--- config.mk ---
export PLATFORM = sky130hd
export DESIGN_NAME = strided_tile_writer
export DESIGN_NICKNAME = d
export VERILOG_FILES = /design/src/rtl/strided_tile_writer.sv
export SDC_FILE = /design/constraint.sdc
export NUM_CORES = 2
export LEC_CHECK = 0
export BUFFER_PORTS_ARGS = -buffer_cell sky130_fd_sc_hd__clkbuf_2
export CORE_AREA = 2 2 519 521
export DETAILED_ROUTE_END_ITERATION = 8
export DIE_AREA = 0 0 521 523
export MAX_ROUTING_LAYER = met4
export PLACE_DENSITY_LB_ADDON = 0.08
export SLEW_MARGIN = 20
export SYNTH_ARGS = -nofsm -noshare
export SYNTH_HDL_FRONTEND = slang
export SYNTH_SLANG_ARGS = --single-unit
export TNS_END_PERCENT = 50
--- constraint.sdc ---
create_clock -name clk -period 20.2 [get_ports clk]
set_clock_uncertainty 0.15 [all_clocks]
set_input_delay 1.01 -clock clk [delete_from_list [all_inputs] [get_ports clk]]
set_output_delay 1.01 -clock clk [all_outputs]
set_load 0.1 [all_outputs]
--- src/rtl/strided_tile_writer.sv ---
module strided_tile_writer #(
  parameter int ROWS_MAX  = 16,
  parameter int ROW_BYTES = 64,
  parameter int ADDR_W    = 64,
  parameter int SCALE_W   = 2,
  localparam int CNT_W    = $clog2(ROWS_MAX + 1),
  localparam int RIDX_W   = $clog2(ROWS_MAX),
  localparam int BCNT_W   = $clog2(ROW_BYTES + 1),
  localparam int DATA_W   = ROW_BYTES * 8
) (
  input  logic              clk,
  input  logic              rst_n,
  input  logic              start,
  input  logic [ADDR_W-1:0] base_addr,
  input  logic [ADDR_W-1:0] disp,
  input  logic [ADDR_W-1:0] index_val,
  input  logic              index_present,
  input  logic [SCALE_W-1:0] scale,
  input  logic [CNT_W-1:0]  row_count,
  input  logic [BCNT_W-1:0] row_bytes,
  output logic [RIDX_W-1:0] tile_row,
  input  logic [DATA_W-1:0] tile_data,
  output logic              wr_valid,
  input  logic              wr_ready,
  output logic [ADDR_W-1:0] wr_addr,
  output logic [BCNT_W-1:0] wr_bytes,
  output logic [DATA_W-1:0] wr_data,
  input  logic              wr_fault,
  output logic              busy,
  output logic              done,
  output logic              fault,
  output logic [CNT_W-1:0]  resume_row
);

  logic [ADDR_W-1:0] stride_q, addr_q;
  logic [CNT_W-1:0]  rows_q, cur_q;
  logic [BCNT_W-1:0] bytes_q;
  logic              busy_q, done_q, fault_q;

  wire [ADDR_W-1:0] stride_in = (index_present ? index_val : '0) << scale;
  wire [CNT_W-1:0]  cur_next  = cur_q + 1'b1;
  wire              accept    = busy_q && wr_ready;

  always_ff @(posedge clk) begin
    if (!rst_n) begin
      stride_q <= '0;
      addr_q   <= '0;
      rows_q   <= '0;
      cur_q    <= '0;
      bytes_q  <= '0;
      busy_q   <= 1'b0;
      done_q   <= 1'b0;
      fault_q  <= 1'b0;
    end else begin
      done_q  <= 1'b0;
      fault_q <= 1'b0;
      if (!busy_q && start) begin
        if (cur_q >= row_count) begin
          done_q <= 1'b1;
          cur_q  <= '0;
        end else begin
          busy_q   <= 1'b1;
          stride_q <= stride_in;
          rows_q   <= row_count;
          bytes_q  <= row_bytes;
          addr_q   <= base_addr + disp + ADDR_W'(cur_q) * stride_in;
        end
      end else if (accept) begin
        if (wr_fault) begin
          fault_q <= 1'b1;
          busy_q  <= 1'b0;
        end else if (cur_next >= rows_q) begin
          done_q <= 1'b1;
          busy_q <= 1'b0;
          cur_q  <= '0;
        end else begin
          cur_q  <= cur_next;
          addr_q <= addr_q + stride_q;
        end
      end
    end
  end

  for (genvar g = 0; g < ROW_BYTES; g++) begin : g_mask
    assign wr_data[8*g +: 8] = (BCNT_W'(g) < bytes_q) ? tile_data[8*g +: 8] : 8'h00;
  end

  assign tile_row   = cur_q[RIDX_W-1:0];
  assign wr_valid   = busy_q;
  assign wr_addr    = addr_q;
  assign wr_bytes   = bytes_q;
  assign busy       = busy_q;
  assign done       = done_q;
  assign fault      = fault_q;
  assign resume_row = cur_q;

endmodule

# ---- Yosys cells after proc, flatten, opt, wreduce, memory -nomap -nowiden
# Index checks and enable logic that the tools add are counted.
dict set report word_totals {
  reg_bits 148
  input_bits 724
  output_inout_bits 596
  wordCells 183
}
dict set report classes {
  addsub 4
  mul 1
  magnitude_cmp 66
  n_eq_ne 4
  shift 1
  n_mux 86
  bitwise_logic 3
  n_reduce_logical 10
}
# operator n
set op_table {}
lappend op_table {{$mux 8} 64}
lappend op_table {{$mux 64} 6}
lappend op_table {{$lt 6x7->1 const A} 32}
lappend op_table {{$add 64x64->64} 3}
lappend op_table {{$lt 5x7->1 const A} 16}
lappend op_table {{$mul 5x64->64} 1}
lappend op_table {{$shl 64x2->64} 1}
lappend op_table {{$lt 4x7->1 const A} 8}
lappend op_table {{$lt 3x7->1 const A} 4}
lappend op_table {{$mux 5} 5}
lappend op_table {{$lt 1x7->1 const A} 2}
lappend op_table {{$lt 2x7->1 const A} 2}
lappend op_table {{$mux 1} 11}
lappend op_table {{$ge 5x5->1} 2}
lappend op_table {{$reduce_and 3->1} 2}
lappend op_table {{$add 5x1->5 const B} 1}
lappend op_table {{$ne 2x1->1 const B} 2}
lappend op_table {{$ne 2x2->1 const B} 2}
lappend op_table {{$reduce_and 4->1} 1}
lappend op_table {{$not 1->1} 3}
lappend op_table {{$reduce_bool 3->1} 1}
lappend op_table {{$reduce_or 3->1} 1}
lappend op_table {{$logic_and 1x1->1} 2}
lappend op_table {{$reduce_and 2->1} 1}
lappend op_table {{other kinds (2)} 2}

# ---- Logic depth before layout (Yosys ltp)
dict set report logic_depth {
  depth_word 6
  depth_mapped 27
  depth_no_buf 25
}

# ---- Worst setup path before layout
# No wires, ideal clock.
dict set report synth_path {
  kind {input port to flip-flop}
  startpoint {input port scale[0]}
  endpoint {register addr_q[62], in the netlist wr_addr[62]}
  setup_time_ps 137
  t_arrival_ps 7504
  t_required_ps 19913
  path_slack_ps 12409
  stages 22
  n_path_buf 2
  cell_sequence {buf_1 -> buf_1 -> mux4_2 -> and3_1 -> fa_1 -> fa_1 -> fa_1 -> inv_1 -> fa_1 -> inv_1 -> ha_1 -> a22o_1 -> or4_4 -> a31oi_2 -> nor4b_1 -> o31a_1 -> and4_4 -> o21ai_2 -> nor4_1 -> or3_1 -> a21oi_1 -> a211oi_1}
}
dict set report synth_via {
  elab_chain_len 5
}
# item line
set synth_lines {}
lappend synth_lines {{from (decl)} 18} ;# input logic [SCALE_W-1:0] scale,
lappend synth_lines {{$shl 64x2->64} 40} ;# wire [ADDR_W-1:0] stride_in = (index_present ? index_val : '0) << scale;
lappend synth_lines {{$mul 5x64->64} 66} ;# addr_q <= base_addr + disp + ADDR_W'(cur_q) * stride_in;
lappend synth_lines {{$add 64x64->64} 66}
lappend synth_lines {{$mux 64} 58} ;# if (cur_q >= row_count) begin
lappend synth_lines {{$mux 64} 57} ;# if (!busy_q && start) begin
lappend synth_lines {{to (signal assigned)} 66}
lappend synth_lines {{to (signal assigned)} 78} ;# addr_q <= addr_q + stride_q;
lappend synth_lines {{to (decl)} 35} ;# logic [ADDR_W-1:0] stride_q, addr_q;
# No other way between the ends. The select of a mux whose other input is x is not followed.
# A chain may end at the register's enable or synchronous reset.

# ---- Final worst setup path
dict set report layout_path {
  startpoint {input port scale[0]}
  endpoint {register addr_q[58], in the netlist wr_addr[58]}
}
# Same word-level chain as after synthesis.

==> flow_summary.json <==
{
  "avgSynthCellArea_sq_um": 7.85,
  "synthAdderAreaFrac": 0.276,
  "total_number_of_nets_in_the_final_design": 6002,
  "worstHoldPathType": "register to register",
  "finalPower_mw": 2.49,
  "global_route_wire_length_before_repair_um": 446000,
  "vias_per_cell": 3.94,
  "cts.hold.buffers_added": 0,
  "synth_area_in_xor_xnor": 0.0368,
  "yosys.area.top_type_share": 0.212,
  "highest_fanout_seen_on_the_critical_path": 34,
  "dpl_worst_slack_ps": 11170,
  "synthTopCellsByCount": "sky130_fd_sc_hd__inv_1, sky130_fd_sc_hd__and2_1, sky130_fd_sc_hd__nand2_1",
  "die_area_sq_mm": 0.272,
  "synth_simple_gate_area_share": 0.278,
  "clk_pin_slew_worst_paths_ps": 70,
  "maxSlewHeadroom": 0.0565,
  "setup-violations-final": 0,
  "synth_most_common_cell": "sky130_fd_sc_hd__inv_1",
  "vias": 33600,
  "cts.path.max_buffers": 2,
  "dpl-instance-area_sq_mm": 0.0394,
  "non_filler_cells_final": 8529,
  "synth-compound-area-share": 0.170,
  "number_of_gates_resized_after_cts": 0,
  "synthArstFlopShare": 0,
  "timing.hold.ws_ps": 325,
  "drt_pass1_iterations": 5,
  "groute.usage.overall": 0.271,
  "arrival_ps": 8630,
  "numCtsBuffers": 17,
  "area_leader_netlist": "sky130_fd_sc_hd__fa_1",
  "clock_latency_ps": 530,
  "hold_viol_final": 0,
  "ant_nets": 0,
  "transition_time_of_the_tightest_slew_check_pin_ps": 1410,
  "power.density_mw_per_mm2": 61.6,
  "finalCriticalPeriod_ps": 8340,
  "p_leak_nw": 20.2,
  "post_synthesis_mux_area_share": 0.0489,
  "netlist_instances": 3638,
  "first_iter_violations": 2496,
  "yosys_most_used_dff": "sky130_fd_sc_hd__dfxtp_1",
  "reg2reg_depth": 22,
  "grt_pass1_vias": 33900,
  "timing.setup.tns_ps": 0,
  "die_span_in_x_um": 521,
  "max_freq_ghz": 0.120,
  "gpl.final_weighted_congestion": 0.987,
  "utilization_of_the_core_after_routing": 0.151,
  "die_h_um": 523,
  "post_synth_net_total": 4809,
  "clock_sink_count": 148,
  "ys.warnings.count": 0,
  "initial_core_util": 0.107,
  "areaGrowthSynthToFinish_pct": 41.3,
  "ctsHtreeMaxLevel": 4,
  "port_buffers": 1319,
  "outcome": "finished, final reports clean",
  "final.fill_count": 31100,
  "clock_tree_from_tritoncts": "yes",
  "rows": 190,
  "worstSetupStartpointType": "primary input",
  "syn-cell-area_sq_mm": 0.0286,
  "dpl.cell_count": 8362,
  "maxCapViolations": 0,
  "cts_root_buffer": "sky130_fd_sc_hd__clkbuf_16",
  "post_route_cells_drive_above_1_share": 0.316,
  "dominant_cells_by_area_after_synthesis": "sky130_fd_sc_hd__fa_1, sky130_fd_sc_hd__dfxtp_1, sky130_fd_sc_hd__and2_1",
  "fin_ws_ps": 11860,
  "vdd_drop_max_v": 0.0000754,
  "rsz_0062_raised_after_global_routing": "false",
  "fp.coreArea_sq_mm": 0.267,
  "multi_input_comb_area_sq_mm": 0.0232,
  "remaining_drc_errors": 0,
  "synthesized_flop_and_latch_total": 148,
  "detail_route.wirelength_um": 369000,
  "number_of_antenna_violations_at_the_first_check_in_global_routing": 194,
  "synth-seq-area-share": 0.104,
  "grt-ovfl-total": 0,
  "critPathRequiredTime_ps": 20490,
  "timing.critical_path.to_type": "register",
  "main_combinational_cell_family_by_area_after_synthesis": "simple AND/OR/NAND/NOR gates",
  "layout_worst_path_cycle_share": 0.413,
  "postCtsSetupRepairBufs": 0,
  "avgRoutedWirePerCell_um": 43.3,
  "sequential_cell_area_sq_mm": 0.00298,
  "final-max-slew-violation-count": 0,
  "postLayoutCellArea_sq_mm": 0.0404,
  "half_perimeter_wire_length_after_detailed_placement_um": 335000,
  "worst_hold_path.num_cells": 2,
  "ios": 1320,
  "ys_types": 80,
  "worst-setup-path-type": "primary input to register",
  "number_of_flops_mapped_to_enable_cells_by_yosys": 0,
  "grt_start_max_net_pins": 69
}
==> where the power goes <==
part | total (mW) | internal, mW | leakage, nW | switching [mW]
Clock | 0.373 | 0.204 | 0.297 | 0.170
Combinational | 1.76 | 0.338 | 18.6 | 1.42
Sequential | 0.354 | 0.315 | 1.22 | 0.0391
==> layout by cell type, fill, tap and decap left out, types with 32 or more instances in the layout <==
cell                       synthesis  layout
sky130_fd_sc_hd__xor2_1           45      45
sky130_fd_sc_hd__and3_1          236     236
sky130_fd_sc_hd__and2_1          402     402
sky130_fd_sc_hd__xnor2_1          75      75
sky130_fd_sc_hd__nand3_1          53      53
sky130_fd_sc_hd__nand2_1         343     341
sky130_fd_sc_hd__mux4_2           58      58
sky130_fd_sc_hd__a21boi_0         66      66
sky130_fd_sc_hd__a31oi_1          32      32
sky130_fd_sc_hd__a21o_1           77      77
sky130_fd_sc_hd__o211ai_1         37      37
sky130_fd_sc_hd__diode_2           0     133
sky130_fd_sc_hd__inv_1           448     448
sky130_fd_sc_hd__buf_4             5      66
sky130_fd_sc_hd__a21oi_1         215     212
sky130_fd_sc_hd__clkbuf_2          0    1315
sky130_fd_sc_hd__nor2_1          108     105
sky130_fd_sc_hd__o21ai_0         135     131
sky130_fd_sc_hd__dfxtp_1         148     142
sky130_fd_sc_hd__fa_1            303     303
sky130_fd_sc_hd__nor2b_1         194     188
sky130_fd_sc_hd__ha_1            144     144
==> area by class of cell <==
type,count,share of cell area
Antenna cell,133,0.00825
Clock buffer,19,0.0115
Clock inverter,13,0.00381
Inverter,449,0.0418
Multi-Input combinational cell,2830,0.574
Sequential cell,148,0.0737
Tap cell,3552,0.110
Timing Repair Buffer,1385,0.176
==> per-layer routing <==
| layer | up-vias | wire, um | GRT usage |
|---|---|---|---|
| met5 | - | 0 | - |
| met3 | 395 | 25200 | 0.0706 |
| met2 | 1476 | 167000 | 0.419 |
| met4 | 0 | 27300 | 0.167 |
| met1 | 17100 | 149000 | 0.312 |
| li1 | 14600 | - | - |
==> sequential cells by signal (all words and copies together), names as in the netlist <==
name	cells
wr_addr	64
wr_bytes	7
busy	1
fault	1
stride_q	64
rows_q	5
resume_row	5
done	1
==> cells by family after synthesis <==
group,count (synthesis)
flip-flops,148
buffers and inverters,660
XOR/XNOR,120
AND/OR/NAND/NOR,1456
adder cells (fa/ha/maj),447
AO/OA/AOI/OAI,740
multiplexers,67
==> final timing paths <==
check	startpoint	endpoint	slack [ps]
hold reg to reg	rows_q[2]	rows_q[2]	330
setup reg to reg	resume_row[1]	wr_addr[56]	12610
hold / removal	rows_q[2]	rows_q[2]	330
setup / recovery	scale[0]	wr_addr[58]	11860
==> critical path: stages <==
cell	delay (ps)
sky130_fd_sc_hd__buf_4	470
sky130_fd_sc_hd__buf_4	620
sky130_fd_sc_hd__mux2_2	420
sky130_fd_sc_hd__nand2_1	60
sky130_fd_sc_hd__o21ai_0	190
sky130_fd_sc_hd__and2_1	270
sky130_fd_sc_hd__nand2_1	80
sky130_fd_sc_hd__fa_1	440
sky130_fd_sc_hd__fa_1	500
sky130_fd_sc_hd__inv_1	70
sky130_fd_sc_hd__fa_1	530
sky130_fd_sc_hd__inv_1	60
sky130_fd_sc_hd__fa_1	500
sky130_fd_sc_hd__inv_1	40
sky130_fd_sc_hd__ha_1	290
sky130_fd_sc_hd__inv_1	70
sky130_fd_sc_hd__o21ai_1	370
sky130_fd_sc_hd__a211oi_2	170
sky130_fd_sc_hd__nor4b_1	620
sky130_fd_sc_hd__o31a_1	400
sky130_fd_sc_hd__and4_4	280
sky130_fd_sc_hd__o21ai_2	100
sky130_fd_sc_hd__o31ai_2	370
sky130_fd_sc_hd__mux2i_1	230
sky130_fd_sc_hd__a31oi_1	110
sky130_fd_sc_hd__a211oi_1	230
No activity file was read; power rests on OpenSTA's default activity.
